===== config.mk =====
export PLATFORM = sky130hd
export DESIGN_NAME = xfer_fifo_gate
export DESIGN_NICKNAME = d
export VERILOG_FILES = /design/src/rtl/xfg_pkg.sv /design/src/rtl/xfg_store.sv /design/src/rtl/xfg_level.sv /design/src/rtl/xfg_gate.sv /design/src/rtl/xfer_fifo_gate.sv
export SDC_FILE = /design/constraint.sdc
export NUM_CORES = 1
export LEC_CHECK = 0
export BUFFER_PORTS_ARGS = -buffer_cell sky130_fd_sc_hd__buf_4
export CAP_MARGIN = 20
export CORE_AREA = 5 5 281 283
export DETAILED_ROUTE_END_ITERATION = 10
export DIE_AREA = 0 0 286 288
export PLACE_DENSITY = 0.8
export SYNTH_ARGS = -nofsm -noshare
export SYNTH_HDL_FRONTEND = slang
export SYNTH_SLANG_ARGS = --single-unit
export TNS_END_PERCENT = 10

===== constraint.sdc =====
create_clock -name clk -period 4.2 [get_ports clk]
set_clock_uncertainty 0.2 [all_clocks]
set_input_delay 0.63 -clock clk [delete_from_list [all_inputs] [get_ports clk]]
set_output_delay 0.63 -clock clk [all_outputs]
set_load 0.01 [all_outputs]

===== src/rtl/xfg_pkg.sv =====
package xfg_pkg;

  function automatic int burst_beats(input logic [1:0] code);
    case (code)
      2'd0:    return 1;
      2'd1:    return 4;
      2'd2:    return 8;
      default: return 16;
    endcase
  endfunction

  function automatic int thresh_beats(input logic [1:0] code);
    return 1 << code;
  endfunction

endpackage


===== src/rtl/xfg_store.sv =====
module xfg_store #(
  parameter int WIDTH = 32,
  parameter int DEPTH = 32
) (
  input  logic             clk,
  input  logic             rst,
  input  logic             wr_en,
  input  logic [WIDTH-1:0] wr_data,
  input  logic             rd_en,
  output logic [WIDTH-1:0] rd_data
);
  localparam int AW = (DEPTH > 1) ? $clog2(DEPTH) : 1;
  localparam logic [AW-1:0] LAST = AW'(DEPTH - 1);

  logic [WIDTH-1:0] mem [DEPTH];
  logic [AW-1:0]    wptr, rptr;

  // storage without reset so it maps onto block RAM
  always_ff @(posedge clk) begin
    if (wr_en) mem[wptr] <= wr_data;
    if (rd_en) rd_data <= mem[rptr];
  end

  always_ff @(posedge clk) begin
    if (rst) begin
      wptr <= '0;
      rptr <= '0;
    end else begin
      if (wr_en) wptr <= (wptr == LAST) ? '0 : wptr + 1'b1;
      if (rd_en) rptr <= (rptr == LAST) ? '0 : rptr + 1'b1;
    end
  end
endmodule


===== src/rtl/xfg_level.sv =====
module xfg_level #(
  parameter int DEPTH = 32,
  parameter int CW    = $clog2(DEPTH + 1)
) (
  input  logic          clk,
  input  logic          rst,
  input  logic          push,
  input  logic          pop,
  output logic          push_ok,
  output logic          pop_ok,
  output logic [CW-1:0] count_nxt,
  output logic [CW-1:0] count_q,
  output logic          err_q
);
  localparam logic [CW-1:0] FULL = CW'(DEPTH);

  always_comb begin
    push_ok   = push && (count_q != FULL);
    pop_ok    = pop && (count_q != '0);
    count_nxt = count_q + CW'(push_ok) - CW'(pop_ok);
  end

  always_ff @(posedge clk) begin
    if (rst) begin
      count_q <= '0;
      err_q   <= 1'b0;
    end else begin
      count_q <= count_nxt;
      if ((push && !push_ok) || (pop && !pop_ok)) err_q <= 1'b1;
    end
  end
endmodule


===== src/rtl/xfg_gate.sv =====
module xfg_gate
  import xfg_pkg::*;
#(
  parameter int DEPTH = 32,
  parameter int CW    = $clog2(DEPTH + 1)
) (
  input  logic          clk,
  input  logic          rst,
  input  logic [1:0]    cfg_burst,
  input  logic [1:0]    cfg_thresh,
  input  logic          reads_done,
  input  logic [CW-1:0] count_nxt,
  output logic          rd_req,
  output logic          wr_req,
  output logic          blk_done
);
  int   arm_lvl;
  logic has_data, wr_nxt, rd_nxt, done_nxt;

  always_comb begin
    // single-beat mode arms on any data; burst modes arm on the threshold
    arm_lvl  = (cfg_burst == 2'd0) ? 1 : thresh_beats(cfg_thresh);
    has_data = (count_nxt != '0);
    if (wr_req) wr_nxt = has_data;
    else        wr_nxt = has_data && (reads_done || int'(count_nxt) >= arm_lvl);
    rd_nxt   = !reads_done && ((DEPTH - int'(count_nxt)) >= burst_beats(cfg_burst));
    done_nxt = reads_done && !has_data;
  end

  always_ff @(posedge clk) begin
    if (rst) begin
      rd_req   <= 1'b0;
      wr_req   <= 1'b0;
      blk_done <= 1'b0;
    end else begin
      rd_req   <= rd_nxt;
      wr_req   <= wr_nxt;
      blk_done <= done_nxt;
    end
  end
endmodule


===== src/rtl/xfer_fifo_gate.sv =====
module xfer_fifo_gate #(
  parameter int WIDTH = 32,
  parameter int DEPTH = 32
) (
  input  logic                       clk,
  input  logic                       rst,
  input  logic [1:0]                 cfg_burst,
  input  logic [1:0]                 cfg_thresh,
  input  logic                       reads_done,
  input  logic                       push,
  input  logic [WIDTH-1:0]           push_data,
  input  logic                       pop,
  output logic [WIDTH-1:0]           pop_data,
  output logic [$clog2(DEPTH+1)-1:0] level,
  output logic                       rd_req,
  output logic                       wr_req,
  output logic                       blk_done,
  output logic                       err
);
  localparam int CW = $clog2(DEPTH + 1);

  logic          push_ok, pop_ok;
  logic [CW-1:0] count_nxt;

  xfg_level #(.DEPTH(DEPTH), .CW(CW)) u_level (
    .clk(clk), .rst(rst), .push(push), .pop(pop),
    .push_ok(push_ok), .pop_ok(pop_ok),
    .count_nxt(count_nxt), .count_q(level), .err_q(err)
  );

  xfg_store #(.WIDTH(WIDTH), .DEPTH(DEPTH)) u_store (
    .clk(clk), .rst(rst), .wr_en(push_ok), .wr_data(push_data),
    .rd_en(pop_ok), .rd_data(pop_data)
  );

  xfg_gate #(.DEPTH(DEPTH), .CW(CW)) u_gate (
    .clk(clk), .rst(rst), .cfg_burst(cfg_burst), .cfg_thresh(cfg_thresh),
    .reads_done(reads_done), .count_nxt(count_nxt),
    .rd_req(rd_req), .wr_req(wr_req), .blk_done(blk_done)
  );
endmodule


==> results of run 1 <==
==> final cells by class <==
type	instances	area (µm²)
sequential	1076	32100
fill	4801	29300
multi-input combinational	526	8980
clock buffer	130	2680
timing repair buffer	152	1510
tap	988	1240
clock inverter	55	546
inverter	19	71.3
antenna	2	5.00
==> report_power, final <==
group          total (W)  internal, W  switching, W
Combinational    0.00432      0.00213       0.00219
Sequential        0.0124       0.0121      0.000253
Clock            0.00893      0.00502       0.00392
==> worst max-delay path: cells and delay by family (launching register included) <==
kind / cells / cell delay [ns]
adder cells (fa/ha/maj): 5 / 1.35
AO/OA/AOI/OAI: 4 / 0.79
AND/OR/NAND/NOR: 2 / 0.35
buffers and inverters: 4 / 0.31
flip-flops: 1 / 0.36
XOR/XNOR: 2 / 0.47
==> through the flow <==
stage               hold WS [ns]  instances  setup TNS [ns]  setup WS (ns)
floorplan                  0.290       1703          -35.79         -0.309
global placement           0.277       2759               0          0.233
detailed placement         0.269       2760         -0.0490        -0.0490
CTS                       0.0197       2945               0         0.0387
global route              0.0333       2947               0         0.0105
finish                    0.0610       2948               0          0.244
==> synth_stat cells (2+ instances only) <==
cell type	number	area (µm²)
mux2_2	32	360
a31oi_1	3	18.8
nor2b_1	2	12.5
buf_1	4	15.0
edfxtp_1	1056	31700
nand3_1	6	30.0
a21oi_1	16	80.1
buf_2	10	50.1
nand4_1	2	12.5
mux4_2	320	7210
or3b_2	3	26.3
nand2b_1	4	25.0
nand2_1	17	63.8
nor2_1	41	154
nor4bb_1	2	20.0
or2_2	3	18.8
buf_4	12	90.1
nor3b_1	4	30.0
ha_1	25	313
inv_1	18	67.6
buf_6	10	113
and3_1	2	12.5
a21o_1	2	15.0
or4_1	2	15.0
o21ai_0	6	30.0
dfxtp_1	20	400
or3_1	2	12.5
nand3b_1	4	30.0
xor2_1	4	35.0
nor3_1	9	45.0
clkbuf_1	46	173
==> path summary, 6_finish.rpt <==
check / start / to / slack [ns] / cells past startpoint
max reg2reg: u_level.count_q[3]$_SDFF_PP0_ / u_gate.rd_req$_SDFF_PP0_ / 0.24 / 17
max: u_level.count_q[3]$_SDFF_PP0_ / u_gate.rd_req$_SDFF_PP0_ / 0.24 / 17
min reg2reg: u_level.err_q$_SDFFE_PP0P_ / u_level.err_q$_SDFFE_PP0P_ / 0.29 / 2
min: reads_done / u_gate.rd_req$_SDFF_PP0_ / 0.06 / 3
==> per-layer routing <==
| layer | share of wire [%] | global-route usage, % | vias up |
|---|---|---|---|
| li1 | - | - | 7656 |
| met1 | 36 | 34.3 | 10400 |
| met2 | 51 | 42.9 | 1421 |
| met3 | 9.9 | 5.00 | 213 |
| met4 | 3.3 | 7.17 | 2 |
| met5 | 0.016 | 0 | - |
==> state kept, by name, summed over array words and instances (netlist names) <==
signal	count
u_level.err_q	1
u_gate.rd_req	1
u_store.mem	1024
u_store.rptr	5
u_level.count_q	6
u_store.rd_data	32
u_gate.blk_done	1
u_store.wptr	5
u_gate.wr_req	1
==> logic make-up after synthesis <==
group	synth area share [%]
flops	77.7
compound gates	0.548
simple gates	1.30
fa+ha+maj	0.805
xor+xnor	0.106
mux	18.3
buf+inv	1.24
==> repair_timing <==
action	4_1_cts	5_1_grt
cloned	0	0
setup buffers	0	1
pin swaps	0	1
gates resized for setup	3	7
setup endpoints to repair	1	1
==> reports/results.ini, run 1 <==
[setup_path]
endpoint_kind = flip-flop
path_cells = inv_1, ha_1, nor3b_2, a21boi_2, inv_2, ha_1, inv_1, ha_1, inv_1, fa_1, nand2b_1, a21oi_1, xnor2_2, xor2_1, ha_1, a21oi_1, a311oi_2
required_ns = 4.53
max_stage_delay_ns = 0.43
slowest_stage = fa_1
crit_top_cell = ha_1
worstSetupStartpointType = flip-flop
cp_data_arrival_time_ns = 4.28
cp_max_fo = 8
path_class = flip-flop to flip-flop

[synth]
synth_edf_count = 1056
syn_avg_cell_area_um2 = 24.3
synth_cells = 1703
syn-num-nets = 1770
seq_area_frac_synth_pct = 77.7
synthDistinctLibCells = 47
yosys_warnings = 0
syn_area_mm2 = 0.0413
synthFlopType = edfxtp_1
synth_seq_cells = 1076
synthArstFlopShare_pct = 0

[timing]
setup_viol = 0
period_share_pct = 94.2
hold_viol_final = 0
maxSlewViolCount = 0
max_freq_ghz = 0.253
slew_headroom_pct = 20.7
worstMarginPinSlew_ns = 1.19
fin_crit_ns = 3.96
rsz0062_at_grt = no

[cts]
cts_tree = built
cts_root_buffer = clkbuf_16
path_clk_slew_ns = 0.06
numCtsBuffers = 100
clk-insertion-delay-late_ns = 0.67
cts_buffer_depth = 3
hold_buffers = 0
clkSinkCount = 1076
cts_max_level = 3

[routing]
wl_um = 103000
routedWlPerCell_um = 34.8
drt_iter0_drc = 2830
drtPass1Iterations = 7
antenna_left = 0
drc = 0
vias = 19700
viasPerCell = 6.69

[cells_and_area]
final_cell_mix = 1056 x edfxtp_1, 320 x mux4_2, 123 x buf_4, 102 x clkbuf_16, 32 x mux2_2
nNetsFinal = 1942
layout_commonest_cell = edfxtp_1
area_growth_pct = 14.1
final_core_utilization_pct = 61.7
design_area_mm2 = 0.0472
drive_above_1_share_pct = 35.9

[die]
io_pins = 83
die-area_mm2 = 0.0824
die_h_um = 288
row_count = 102
die_w_um = 286
coreArea_mm2 = 0.0764
initial_core_util_pct = 54.1

[global_routing]
grt_pass1_vias = 20600
grt_first_pass_wirelength_um = 149000
antenna_found_initial = 4
grt.total_usage_pct = 25.3
grt_start_max_net_pins = 63
gr-total-overflow = 0

[power]
p_per_area_mw_per_mm2 = 543
vdd_drop_max_v = 0.000512
power.total_w = 0.0256
power_leakage_nw = 14.5

[placed_design]
hpwl_um = 53400
place.gp.congestion = 0.834
placed_area_mm2 = 0.0439
io_buffers = 82

[run_status]
status = finished, final reports clean

[hold_path]
hold_class = input port to flip-flop

[flow_run]
maxCapViolations = 0

No activity file was read; power rests on OpenSTA's default activity.
==> run 2, diff against run 1 <==
--- a/config.mk
+++ b/config.mk
@@ -7,9 +7,9 @@
 export LEC_CHECK = 0
 export BUFFER_PORTS_ARGS = -buffer_cell sky130_fd_sc_hd__buf_4
 export CAP_MARGIN = 20
-export CORE_AREA = 5 5 281 283
+export CORE_AREA = 3 3 279 281
 export DETAILED_ROUTE_END_ITERATION = 10
-export DIE_AREA = 0 0 286 288
+export DIE_AREA = 0 0 282 284
 export PLACE_DENSITY = 0.8
 export SYNTH_ARGS = -nofsm -noshare
 export SYNTH_HDL_FRONTEND = slang
==> run 2 against run 1 <==
Sequential cell count unchanged. Clock-buffer cell count unchanged. Clock power increased by 0.4%. Combinational power decreased by 4%. First-iteration DRC count decreased by 5.9%.
==> reports/results.ini, run 2 (same netlist as run 1, synthesis figures left out) <==
[timing]
maxSlewViolCount = 0  ; unchanged
worstMarginPinSlew_ns = 1.09  ; was 1.19 ns
hold_viol_final = 0  ; unchanged
rsz0062_at_grt = no  ; unchanged
slew_headroom_pct = 27.3  ; was 20.7%
fin_crit_ns = 3.98  ; was 3.96 ns
setup_viol = 0  ; unchanged
setup_slack_ns = 0.219  ; was 0.244 ns
period_share_pct = 94.8  ; was 94.2%
max_freq_ghz = 0.251  ; was 0.253 GHz

[cts]
hold_buffers = 0  ; unchanged
cts_resized = 0  ; was 3
cts_buffer_depth = 3  ; unchanged
clkSinkCount = 1076  ; unchanged
cts_root_buffer = clkbuf_16  ; unchanged
clk-insertion-delay-late_ns = 0.67  ; about the same
cts_tree = built  ; unchanged
path_clk_slew_ns = 0.06  ; about the same
cts_max_level = 3  ; unchanged
cts_setup_buffers = 0  ; unchanged
numCtsBuffers = 104  ; was 100

[routing]
vias = 19600  ; was 19700
drt_iter0_drc = 2664  ; was 2830
drtPass1Iterations = 5  ; was 7
antenna_left = 0  ; unchanged
drc = 0  ; unchanged
routedWlPerCell_um = 34.2  ; was 34.8 µm
wl_um = 101000  ; was 103000 µm
viasPerCell = 6.66  ; was 6.69

[setup_path]
crit_top_cell = ha_1  ; unchanged
endpoint_kind = flip-flop  ; unchanged
cp_data_arrival_time_ns = 4.34  ; was 4.28 ns
path_cells = inv_1, ha_1, nor3b_2, a21boi_1, inv_2, ha_1, inv_1, ha_1, inv_1, fa_1, nand2b_1, a21oi_1, xnor2_1, xor2_1, ha_1, a21oi_1, a311oi_1  ; was inv_1, ha_1, nor3b_2, a21boi_2, inv_2, ha_1, inv_1, ha_1, inv_1, fa_1, nand2b_1, a21oi_1, xnor2_2, xor2_1, ha_1, a21oi_1, a311oi_2
required_ns = 4.56  ; was 4.53 ns
max_stage_delay_ns = 0.41  ; was 0.43 ns
worstSetupStartpointType = flip-flop  ; unchanged
cp_max_fo = 8  ; unchanged
path_class = flip-flop to flip-flop  ; unchanged
r2r_cells = 17  ; unchanged
r2r_slack_ns = 0.22  ; was 0.24 ns
slowest_stage = fa_1  ; unchanged

[global_routing]
grt_first_pass_wirelength_um = 146000  ; was 149000 µm
grt.total_usage_pct = 25.8  ; was 25.3%
grt_start_max_net_pins = 53  ; was 63
gr-total-overflow = 0  ; unchanged
grt_pass1_vias = 20800  ; was 20600
antenna_found_initial = 7  ; was 4

[placed_design]
pre_cts_slack_ns = 0.116  ; was -0.0490 ns
io_buffers = 82  ; unchanged
hpwl_um = 51000  ; was 53400 µm
place.gp.congestion = 0.802  ; was 0.834
place_inst = 2753  ; was 2760

[cells_and_area]
seq_area_mm2 = 0.0321  ; about the same
largestRegisters = u_store.mem (1024), u_store.rd_data (32), u_level.count_q (6)  ; unchanged
area_growth_pct = 14.1  ; about the same
fillCellCount = 4720  ; was 4801
final_cell_mix = 1056 x edfxtp_1, 320 x mux4_2, 126 x buf_4, 104 x clkbuf_16, 32 x mux2_2  ; was 1056 x edfxtp_1, 320 x mux4_2, 123 x buf_4, 102 x clkbuf_16, 32 x mux2_2
drive_above_1_share_pct = 35.9  ; about the same
multiInputGateArea_mm2 = 0.00895  ; was 0.00898 mm²
top_register = u_store.mem  ; unchanged
layout_commonest_cell = edfxtp_1  ; unchanged
fin_cells = 2947  ; was 2948
nNetsFinal = 1948  ; was 1942
largest_register_ff_count = 1024  ; unchanged

[run_status]
status = finished, final reports clean  ; unchanged

[die]
die_w_um = 282  ; was 286 µm
initial_core_util_pct = 54.6  ; was 54.1%
die_h_um = 284  ; was 288 µm
coreArea_mm2 = 0.0757  ; was 0.0764 mm²
die-area_mm2 = 0.0801  ; was 0.0824 mm²
io_pins = 83  ; unchanged
row_count = 101  ; was 102

[power]
vdd_drop_max_v = 0.000518  ; was 0.000512 V
p_per_area_mw_per_mm2 = 540  ; was 543 mW/mm²
power_leakage_nw = 14.5  ; about the same

[hold_path]
whs_path_depth = 2  ; was 3
hold_class = input port to flip-flop  ; unchanged

[flow_run]
maxCapViolations = 0  ; unchanged

-- run 2: cell types whose count changed in the layout (fill, tap and decap cells not counted), moves of 2 or more --
cell,delta
clkinvlp_4,+4
clkbuf_16,+2
inv_16,-2
inv_6,+5
buf_4,+3
clkinv_1,+4
clkbuf_8,+2
clkinv_2,-3
bufinv_16,-2
clkbuf_1,-4
-- run 2: routing by layer --
metal	part of all wire, %	vias to the layer above	track usage, %
li1	-	7680	-
met1	36	10300	35.0
met2	49	1402	40.7
met3	12	213	7.35
met4	3.0	6	8.89
met5	0.041	-	0
-- run 2: where the power goes --
group	total [W]	switching [W]	internal [W]
registers	0.0124	0.000262	0.0121
logic	0.00413	0.00202	0.00211
clock network	0.00897	0.00396	0.00501
-- run 2: through the flow --
step	area (µm²)	TNS, ns	utilization (%)	total power [W]	hold WS, ns
global route	47100	0	62.3	0.0263	0.0424
detailed placement	43900	0	57.9	0.0167	0.305
CTS	47100	0	62.2	0.0256	0.0225
finish	47100	0	62.3	0.0255	0.0487
global placement	43900	0	57.9	0.0165	0.294
floorplan	41300	-35.79	-	0.0153	0.290
-- run 2: critical path, delay by kind of cell, from the launching register on --
family                     cells  cell delay, ns
adders and majority gates      5            1.37
xor gates and xnor gates       2            0.50
buffers and inverters          4            0.32
AOI/OAI and AO/OA              4            0.77
and+or+nand+nor                2            0.32
DFF                            1            0.37
-- run 2: area by class of cell --
type,instances,area share [%]
timing repair buffer,154,3.20
tap,978,2.60
inverter,19,0.151
multi-input combinational,526,19.0
clock buffer,130,5.81
sequential,1076,68.1
clock inverter,61,1.10
antenna,3,0.0159
-- run 2: path summary, 6_finish.rpt --
kind / endpoint / from
worst max-delay path: u_gate.rd_req$_SDFF_PP0_ / u_level.count_q[3]$_SDFF_PP0_
worst min-delay path: u_gate.blk_done$_SDFF_PP0_ / reads_done
worst max register to register: u_gate.rd_req$_SDFF_PP0_ / u_level.count_q[3]$_SDFF_PP0_
worst min register to register: u_level.err_q$_SDFFE_PP0P_ / u_level.err_q$_SDFFE_PP0P_
